===== src/rtl/mwmul_pkg.sv =====
package mwmul_pkg;
    typedef enum logic [1:0] {
        SZ_BYTE = 2'b00,
        SZ_WORD = 2'b01,
        SZ_LONG = 2'b10,
        SZ_DFLT = 2'b11
    } size_e;

    typedef enum logic [1:0] {
        FM_WIDE = 2'b00,
        FM_TWO  = 2'b01,
        FM_IMM  = 2'b10,
        FM_ALT  = 2'b11
    } form_e;

    typedef enum logic [1:0] {
        ST_IDLE = 2'b00,
        ST_EXEC = 2'b01,
        ST_RESP = 2'b10
    } state_e;

    // effective width codes after form promotion
    localparam logic [1:0] WC_BYTE = 2'd0;
    localparam logic [1:0] WC_HALF = 2'd1;
    localparam logic [1:0] WC_FULL = 2'd2;
endpackage


===== src/rtl/mwmul_ctrl.sv =====
module mwmul_ctrl
    import mwmul_pkg::*;
(
    input  logic clk,
    input  logic rst_n,
    input  logic start,
    output logic ready,
    output logic load,
    output logic fire,
    output logic done
);
    state_e state_q, state_d;

    always_ff @(posedge clk or negedge rst_n) begin
        if (!rst_n) state_q <= ST_IDLE;
        else        state_q <= state_d;
    end

    always_comb begin
        state_d = state_q;
        unique case (state_q)
            ST_IDLE: if (start) state_d = ST_EXEC;
            ST_EXEC: state_d = ST_RESP;
            ST_RESP: state_d = ST_IDLE;
            default: state_d = ST_IDLE;
        endcase
    end

    always_comb begin
        ready = (state_q == ST_IDLE);
        load  = ready && start;
        fire  = (state_q == ST_EXEC);
        done  = (state_q == ST_RESP);
    end
endmodule


===== src/rtl/mwmul_opsel.sv =====
module mwmul_opsel
    import mwmul_pkg::*;
#(
    parameter int unsigned DATA_W = 32
) (
    input  logic [DATA_W-1:0] opnd_a,
    input  logic [DATA_W-1:0] opnd_b,
    input  logic [1:0]        size_sel,
    input  logic [1:0]        form_sel,
    input  logic              signed_sel,
    input  logic              imm_short,
    output logic [DATA_W:0]   a_ext,
    output logic [DATA_W:0]   b_ext,
    output logic [1:0]        wcode,
    output logic              wide,
    output logic              sgn
);
    localparam int unsigned BW = DATA_W / 4;
    localparam int unsigned HW = DATA_W / 2;

    function automatic logic [DATA_W:0] extend(input logic [DATA_W-1:0] v,
                                               input logic [1:0] wc,
                                               input logic s);
        logic [DATA_W:0] r;
        unique case (wc)
            WC_BYTE: r = {{(DATA_W-BW+1){s & v[BW-1]}}, v[BW-1:0]};
            WC_HALF: r = {{(DATA_W-HW+1){s & v[HW-1]}}, v[HW-1:0]};
            default: r = {s & v[DATA_W-1], v};
        endcase
        return r;
    endfunction

    always_comb begin
        wide = (form_e'(form_sel) == FM_WIDE);
        sgn  = !wide || signed_sel;
        unique case (size_e'(size_sel))
            SZ_BYTE: wcode = wide ? WC_BYTE : WC_HALF;
            SZ_WORD: wcode = WC_HALF;
            default: wcode = WC_FULL;
        endcase
        a_ext = extend(opnd_a, wcode, sgn);
        if (form_e'(form_sel) == FM_IMM && imm_short)
            b_ext = extend(opnd_b, WC_BYTE, 1'b1);
        else
            b_ext = extend(opnd_b, wcode, sgn);
    end
endmodule


===== src/rtl/mwmul_core.sv =====
module mwmul_core #(
    parameter int unsigned DATA_W = 32
) (
    input  logic [DATA_W:0]     a_ext,
    input  logic [DATA_W:0]     b_ext,
    output logic [2*DATA_W+1:0] prod
);
    always_comb prod = $signed(a_ext) * $signed(b_ext);
endmodule


===== src/rtl/mwmul_pack.sv =====
module mwmul_pack
    import mwmul_pkg::*;
#(
    parameter int unsigned DATA_W = 32
) (
    input  logic [2*DATA_W+1:0] prod,
    input  logic [1:0]          wcode,
    input  logic                wide,
    input  logic                sgn,
    output logic [DATA_W-1:0]   hi,
    output logic [DATA_W-1:0]   lo,
    output logic                flag
);
    localparam int unsigned BW = DATA_W / 4;
    localparam int unsigned HW = DATA_W / 2;

    logic [DATA_W-1:0] hi_raw;
    logic              hi_nz;
    logic              hi_not_fill;

    always_comb begin
        unique case (wcode)
            WC_BYTE: begin
                lo          = {{(DATA_W-BW){1'b0}}, prod[BW-1:0]};
                hi_raw      = {{(DATA_W-BW){1'b0}}, prod[2*BW-1:BW]};
                hi_nz       = |prod[2*BW-1:BW];
                hi_not_fill = prod[2*BW-1:BW] != {BW{prod[BW-1]}};
            end
            WC_HALF: begin
                lo          = {{(DATA_W-HW){1'b0}}, prod[HW-1:0]};
                hi_raw      = {{(DATA_W-HW){1'b0}}, prod[2*HW-1:HW]};
                hi_nz       = |prod[2*HW-1:HW];
                hi_not_fill = prod[2*HW-1:HW] != {HW{prod[HW-1]}};
            end
            default: begin
                lo          = prod[DATA_W-1:0];
                hi_raw      = prod[2*DATA_W-1:DATA_W];
                hi_nz       = |prod[2*DATA_W+1:DATA_W];
                hi_not_fill = prod[2*DATA_W+1:DATA_W] != {(DATA_W+2){prod[DATA_W-1]}};
            end
        endcase
        hi   = wide ? hi_raw : '0;
        flag = (wide && !sgn) ? hi_nz : hi_not_fill;
    end
endmodule


===== src/rtl/mwmul_top.sv =====
module mwmul_top
    import mwmul_pkg::*;
#(
    parameter int unsigned DATA_W = 32
) (
    input  logic              clk,
    input  logic              rst_n,
    input  logic              start,
    output logic              ready,
    input  logic [DATA_W-1:0] opnd_a,
    input  logic [DATA_W-1:0] opnd_b,
    input  logic [1:0]        size_sel,
    input  logic [1:0]        form_sel,
    input  logic              signed_sel,
    input  logic              imm_short,
    output logic              done,
    output logic [DATA_W-1:0] prod_hi,
    output logic [DATA_W-1:0] prod_lo,
    output logic              ovf_flag,
    output logic              carry_flag
);
    logic              load, fire;
    logic [DATA_W:0]   a_ext, b_ext, a_q, b_q;
    logic [1:0]        wcode, wcode_q;
    logic              wide, sgn, wide_q, sgn_q;
    logic [2*DATA_W+1:0] prod;
    logic [DATA_W-1:0] hi_d, lo_d;
    logic              flag_d;

    mwmul_ctrl u_ctrl (
        .clk   (clk),
        .rst_n (rst_n),
        .start (start),
        .ready (ready),
        .load  (load),
        .fire  (fire),
        .done  (done)
    );

    mwmul_opsel #(.DATA_W(DATA_W)) u_opsel (
        .opnd_a     (opnd_a),
        .opnd_b     (opnd_b),
        .size_sel   (size_sel),
        .form_sel   (form_sel),
        .signed_sel (signed_sel),
        .imm_short  (imm_short),
        .a_ext      (a_ext),
        .b_ext      (b_ext),
        .wcode      (wcode),
        .wide       (wide),
        .sgn        (sgn)
    );

    always_ff @(posedge clk or negedge rst_n) begin
        if (!rst_n) begin
            a_q     <= '0;
            b_q     <= '0;
            wcode_q <= WC_FULL;
            wide_q  <= 1'b1;
            sgn_q   <= 1'b0;
        end else if (load) begin
            a_q     <= a_ext;
            b_q     <= b_ext;
            wcode_q <= wcode;
            wide_q  <= wide;
            sgn_q   <= sgn;
        end
    end

    mwmul_core #(.DATA_W(DATA_W)) u_core (
        .a_ext (a_q),
        .b_ext (b_q),
        .prod  (prod)
    );

    mwmul_pack #(.DATA_W(DATA_W)) u_pack (
        .prod  (prod),
        .wcode (wcode_q),
        .wide  (wide_q),
        .sgn   (sgn_q),
        .hi    (hi_d),
        .lo    (lo_d),
        .flag  (flag_d)
    );

    always_ff @(posedge clk or negedge rst_n) begin
        if (!rst_n) begin
            prod_hi    <= '0;
            prod_lo    <= '0;
            ovf_flag   <= 1'b0;
            carry_flag <= 1'b0;
        end else if (fire) begin
            prod_hi    <= hi_d;
            prod_lo    <= lo_d;
            ovf_flag   <= flag_d;
            carry_flag <= flag_d;
        end
    end
endmodule


===== config.mk =====
export PLATFORM = sky130hd
export DESIGN_NAME = mwmul_top
export DESIGN_NICKNAME = d
export VERILOG_FILES = /design/src/rtl/mwmul_pkg.sv /design/src/rtl/mwmul_ctrl.sv /design/src/rtl/mwmul_opsel.sv /design/src/rtl/mwmul_core.sv /design/src/rtl/mwmul_pack.sv /design/src/rtl/mwmul_top.sv
export SDC_FILE = /design/constraint.sdc
export NUM_CORES = 2
export LEC_CHECK = 0
export BUFFER_PORTS_ARGS = -buffer_cell sky130_fd_sc_hd__buf_2
export CORE_UTILIZATION = 47
export CTS_CLUSTER_SIZE = 28
export DETAILED_ROUTE_END_ITERATION = 10
export HOLD_SLACK_MARGIN = 0.1
export SLEW_MARGIN = 20
export SYNTH_ARGS = -nofsm -noshare
export SYNTH_HDL_FRONTEND = slang
export SYNTH_SLANG_ARGS = --single-unit

===== constraint.sdc =====
create_clock -name clk -period 23.1 [get_ports clk]
set_input_delay 2.31 -clock clk [delete_from_list [all_inputs] [get_ports clk]]
set_output_delay 2.31 -clock clk [all_outputs]
set_load 0.005 [all_outputs]

Yosys cells after proc, flatten, opt, wreduce, memory -nomap -nowiden
Cells that the tools add are included.
{"block": "op_classes", "reduce_logical": 14, "bitwise": 6, "muxes": 13, "n_eq_ne": 10, "multipliers": 1}
{"op": "one-hot mux 33 bit (2 select lines)", "n": 2}
{"op": "one-hot mux 32 bit (2 select lines)", "n": 2}
{"op": "multiplier 33 x 33 -> 66 bit", "n": 1}
{"op": "!= test 34 bit", "n": 1}
{"op": "OR reduction 34 bit", "n": 1}
{"op": "two-way mux 33 bit", "n": 1}
{"op": "two-way mux 32 bit", "n": 1}
{"op": "!= test 16 bit", "n": 1}
{"op": "OR reduction 16 bit", "n": 1}
{"op": "logical NOT 2 bit", "n": 5}
{"op": "equality test 2 x 1 -> 1 bit, second input constant", "n": 4}
{"op": "!= test 8 bit", "n": 1}
{"op": "one-hot mux 2 bit (2 select lines)", "n": 2}
{"op": "OR reduction 8 bit", "n": 1}
{"op": "AND 1 bit", "n": 6}
{"op": "equality test 2 bit, second input constant", "n": 2}
{"op": "one-hot mux 1 bit (2 select lines)", "n": 2}
{"op": "logical AND 1 bit", "n": 3}
{"op": "logical NOT 1 bit", "n": 2}
{"op": "two-way mux 1 bit", "n": 2}
{"op": "two-way mux 2 bit", "n": 1}
{"op": "!= test 2 bit, second input constant", "n": 1}
{"op": "logical OR 1 bit", "n": 1}
{"block": "word_totals", "regBits": 137, "word_cells": 53, "inputBits": 73, "out_inout_bits": 68}

Logic depth before layout (Yosys ltp)
{"block": "depth", "depth_word": 6, "ltp_mapped": 32, "ltp_nobuf": 31}

Modules after synthesis
From an unflattened synthesis, not the netlist that was laid out.
{"block": "unflattened", "hier_cells": 4806, "hier_area_um2": 46188.0}
{"module": "mwmul_core", "cells_per_inst": 4219, "instances": 1, "seq_area_each_um2": 0.0, "area_per_inst_um2": 38926.1}
{"module": "mwmul_top", "cells_per_inst": 286, "instances": 1, "seq_area_each_um2": 3380.7, "area_per_inst_um2": 5296.3}
{"module": "mwmul_pack", "cells_per_inst": 167, "instances": 1, "seq_area_each_um2": 0.0, "area_per_inst_um2": 1044.8}
{"module": "mwmul_opsel", "cells_per_inst": 126, "instances": 1, "seq_area_each_um2": 0.0, "area_per_inst_um2": 833.3}
{"module": "mwmul_ctrl", "cells_per_inst": 8, "instances": 1, "seq_area_each_um2": 50.0, "area_per_inst_um2": 87.6}

Worst setup path before layout
Ideal clock, no wire load.
{"block": "synth_path", "path_type": "flip-flop to flip-flop", "startpoint": "register b_q[0]", "endpoint": "register carry_flag", "setup_time_ns": 0.120, "slack_ns": 14.231, "stages_incl_launch_ff": 30, "n_path_buf": 2, "period_less_slack_ns": 8.869, "arrival_time_ns": 8.749, "required_time_ns": 22.980, "path_cell_list": "dfrtp_1 -> clkbuf_1 -> nand2_1 -> inv_1 -> fa_1 -> fa_1 -> fa_1 -> inv_1 -> fa_1 -> inv_1 -> fa_1 -> fa_1 -> fa_1 -> inv_1 -> fa_1 -> inv_1 -> ha_1 -> buf_2 -> a21oi_1 -> o21ai_0 -> a211oi_1 -> nor2_1 -> a211oi_1 -> mux2i_1 -> nand3_1 -> nor4_1 -> nand4b_1 -> nor4_1 -> o211ai_1 -> a31o_1"}
{"block": "synth_between", "elab_chain_len": 4, "elab_cells_between_ends": 10, "cone_classes": "mul: 1; eq/ne: 3; mux: 3; reduce/logical: 3"}
{"element": "start: declaration", "line": "mwmul_top.sv:23", "rtl": "logic [DATA_W:0] a_ext, b_ext, a_q, b_q;"}
{"element": "start signal: assignment", "line": "mwmul_top.sv:63", "rtl": "b_q <= b_ext;"}
{"element": "multiplier 33 x 33 -> 66 bit (*)", "line": "mwmul_core.sv:8", "rtl": "always_comb prod = $signed(a_ext) * $signed(b_ext);"}
{"element": "!= test 34 bit (tied with other cells)", "line": "mwmul_pack.sv:39", "rtl": "hi_not_fill = prod[2*DATA_W+1:DATA_W] != {(DATA_W+2){prod[DATA_W-1]}};"}
{"element": "one-hot mux 1 bit (2 select lines)", "line": "mwmul_pack.sv:22", "rtl": "unique case (wcode)"}
{"element": "two-way mux 1 bit (*)", "line": "mwmul_pack.sv:43", "rtl": "flag = (wide && !sgn) ? hi_nz : hi_not_fill;"}
{"element": "end signal: assignment", "line": "mwmul_top.sv:96", "rtl": "carry_flag <= flag_d;"}
{"element": "end: declaration", "line": "mwmul_top.sv:20", "rtl": "output logic carry_flag"}
Every way passes the cells marked *; elsewhere a longest branch is shown, timed or not.
A chain may end at the register's enable or synchronous reset.

Worst setup path in the final report
{"block": "layout_path", "startpoint": "register a_q[32]", "endpoint": "register carry_flag"}
{"block": "layout_between", "elab_chain_len": 4, "elab_cells_between_ends": 6, "cone_classes": "mul: 1; eq/ne: 1; mux: 3; reduce/logical: 1"}
{"element": "start: declaration", "line": "mwmul_top.sv:23"}
{"element": "start signal: assignment", "line": "mwmul_top.sv:62", "rtl": "a_q <= a_ext;"}
{"element": "multiplier 33 x 33 -> 66 bit (*)", "line": "mwmul_core.sv:8"}
{"element": "!= test 34 bit / OR reduction 34 bit (equally long branches)", "line": "mwmul_pack.sv:39, mwmul_pack.sv:38"}
{"element": "one-hot mux 1 bit (2 select lines)", "line": "mwmul_pack.sv:22"}
{"element": "two-way mux 1 bit (*)", "line": "mwmul_pack.sv:43"}
Marks and branches as above.

==> Flow_metrics.wiki <==
{| class="wikitable"
! Metric !! Value
|-
| Netlist cell types || 88
|-
| Max Fanout on Critical Path || 35
|-
| Max Root-Sink Buffers || 2
|-
| Routability Congestion || 0.996
|-
| Post-synthesis net count || 6415
|-
| Hold_buf cts || 0
|-
| Remaining antenna violation count || 0
|-
| Post-synthesis register bit count || 137
|-
| Fin Clk Skew || 0.0276 ns
|-
| Worst setup path class || reg -> reg
|-
| Yosys top cell area share || 50.3%
|-
| Critical Path RT || 23.46 ns
|-
| Area of the multi-input gates || 37000 um^2
|-
| Pin slew with the least headroom to its limit || 1.14 ns
|-
| FP Rows || 113
|-
| Number of global-route vias before repair || 36100
|-
| Remaining max-slew budget at the tightest pin || 23.7%
|-
| Avg Vias per Cell || 5.42
|-
| Final min period || 10.29 ns
|-
| Critical Path AT || 10.65 ns
|-
| Initial Utilization || 47.7%
|-
| Ratio of final minimum period to clock period || 44.6%
|-
| Core Box Area || 95600 um^2
|-
| Buffers inserted by post-CTS timing repair || 0
|-
| Synth-to-Final Area Change || 5.25%
|-
| Clock network latency to the later pin of the worst-skew pair || 0.46 ns
|-
| Worst Hold Class || reg -> reg
|-
| Post-synthesis instance area || 45600 um^2
|-
| # clock sinks || 137
|-
| Combined global-route utilization of all metal layers || 28.8%
|-
| Overall die area || 98300 um^2
|-
| Leading cell types by total area after synthesis || fa_1, inv_1, and2_1
|-
| Count of endpoints failing hold in the final timing report || 0
|-
| Number of maximum-capacitance constraint violations || 0
|-
| Final number of max-transition violations || 0
|-
| First-pass detailed-route iteration total || 6
|-
| Run status || finished clean
|-
| Maximum level of the CTS H-tree || 4
|-
| Library cell with the largest summed area after synthesis || fa_1
|-
| Fill cell total of the finished layout || 9185
|-
| Sequential fraction of the synthesis area || 7.52%
|-
| Half-perimeter wire length after placement || 107000 um
|-
| Startpoint type of the worst setup path || register
|-
| Number of antenna violations at the first check in global routing || 6
|-
| RSZ-0062 raised after global routing || false
|-
| Share of final-layout standard cells stronger than drive strength 1 || 5.84%
|-
| Clock tree from TritonCTS || done
|-
| Kind of cell adding the most delay to the critical path || adder cells
|-
| Crit path largest cell delay || 0.90 ns
|-
| Final setup violation count || 0
|-
| # resized after CTS || 0
|-
| Number of CTS-inserted buffers || 17
|-
| Synthesized instance count || 4980
|-
| Cell with the biggest individual delay on the critical path || fa_1
|-
| Number of remaining DRC errors || 0
|-
| Input/output buffers || 140
|-
| Leading cell type in the layout, fill and taps excluded || fa_1
|-
| Critical Path End Type || register
|-
| Area taken by flip-flops and latches || 3440 um^2
|-
| Top library cells by usage in the layout, fill and taps aside || fa_1, inv_1, nand2_1, and2_1, ha_1
|-
| Achievable frequency || 97.2 MHz
|-
| Average cell area after synthesis || 9.16 um^2
|-
| Chip width || 313 um
|-
| # nets final || 6374
|-
| Most frequently used flop master after synthesis || dfrtp_1
|-
| Cell seen most often among critical-path stages || fa_1
|-
| Total number of yosys warnings || 0
|-
| Clock slew at reported path FFs || 0.08 ns
|-
| Fraction of registers with async set or reset after synthesis || 100%
|-
| Initial DRC count || 2065
|-
| Residual overflow from global routing || 0
|-
| IO Pins || 141
|-
| Worst path bufs/invs || 6
|-
| Per-cell routed wire length || 21.7 um
|-
| Root buf cell || clkbuf_16
|-
| Post-detailed-routing wire length || 135000 um
|-
| Pin count of the biggest net entering global routing || 80
|-
| Via count || 33700
|-
| Final setup TNS || 0 ns
|-
| Die span in y || 313 um
|-
| Count of flip-flops with a built-in enable after synthesis || 0
|-
| First-pass GRT wire length || 214000 um
|}
routing by layer:
layer / track usage, % / wire length (um) / vias to the layer above
met4: 8.57 / 4220 / 0
met2: 49.7 / 68700 / 1008
met1: 38.3 / 55100 / 17900
met5: 0 / 0 / -
met3: 3.21 / 7300 / 184
li1: - / - / 14600
metrics by stage:
stage                     setup WS [ns]  area, um^2  utilization [%]  hold WS, ns  cells
after CTS                         12.89       48000             50.2        0.472   6217
after global placement            13.12       47400             49.5        0.452   6184
after floorplan                   14.23       45600                -        0.463   4980
after global routing              12.18       48000             50.2        0.495   6221
after detailed placement          12.91       47400             49.6        0.458   6185
final                             12.81       48000             50.2        0.475   6224
Yosys cell counts (all sizes together), types with 22 or more instances:
library cell and n:
a21o 22, a21oi 146, a22o 23, and2 546, buf 22, clkbuf 251
dfrtp 135, fa 1145, ha 217, inv 1093, nand2 773, nand4 29
nor2 100, o21ai 150, xnor2 47, xor2 23
worst register-to-register path, delay by kind of cell, from the launching register on:
family,cells,cell delay (ns)
AO/OA/AOI/OAI,6,1.83
adder cells (fa/ha/maj),9,5.23
buffers and inverters,6,1.23
flip-flops,1,0.33
multiplexers,1,0.36
AND/OR/NAND/NOR,6,1.21
final cells by class:
class / count / area share [%]
multi-input cells: 3476 / 77.1
inverters: 1094 / 8.56
flip-flops and latches: 137 / 7.16
well taps: 1265 / 3.30
repair buffers: 213 / 2.61
clock buffers: 18 / 0.915
clock inverters: 14 / 0.362
diodes: 7 / 0.0365
cell families after synthesis:
family                   Yosys count  synth area share [%]
AO/OA/AOI/OAI                    470                  6.51
XOR/XNOR                          70                  1.34
adder cells (fa/ha/maj)         1362                  56.2
buffers and inverters           1367                  11.4
flip-flops                       137                  7.52
multiplexers                       9                 0.206
AND/OR/NAND/NOR                 1565                  16.8
flip-flops by register name (all words and copies together) (netlist names):
register / cells
wcode_q: 2
u_ctrl.state_q: 2
prod_hi: 32
carry_flag: 1
wide_q: 1
prod_lo: 32
a_q: 33
sgn_q: 1
b_q: 33
path summary, 6_finish.rpt:
path | slack [ns] | cells after the start | end | from
setup / recovery | 12.81 | 28 | carry_flag$_DFFE_PN0N_ | a_q[32]$_DFFE_PN0P_
hold / removal | 0.47 | 2 | prod_lo[0]$_DFFE_PN0N_ | prod_lo[0]$_DFFE_PN0N_
setup reg to reg | 12.81 | 28 | carry_flag$_DFFE_PN0N_ | a_q[32]$_DFFE_PN0P_
hold reg to reg | 0.47 | 2 | prod_lo[0]$_DFFE_PN0N_ | prod_lo[0]$_DFFE_PN0N_
max in group asynchronous | 19.78 | 2 | a_q[6]$_DFFE_PN0P_ | rst_n
min in group asynchronous | 1.89 | 1 | prod_lo[24]$_DFFE_PN0N_ | rst_n
Power is left out: the tool's default activity adds up to more than one toggle a clock period on the data nets, which glitch-free logic cannot reach.
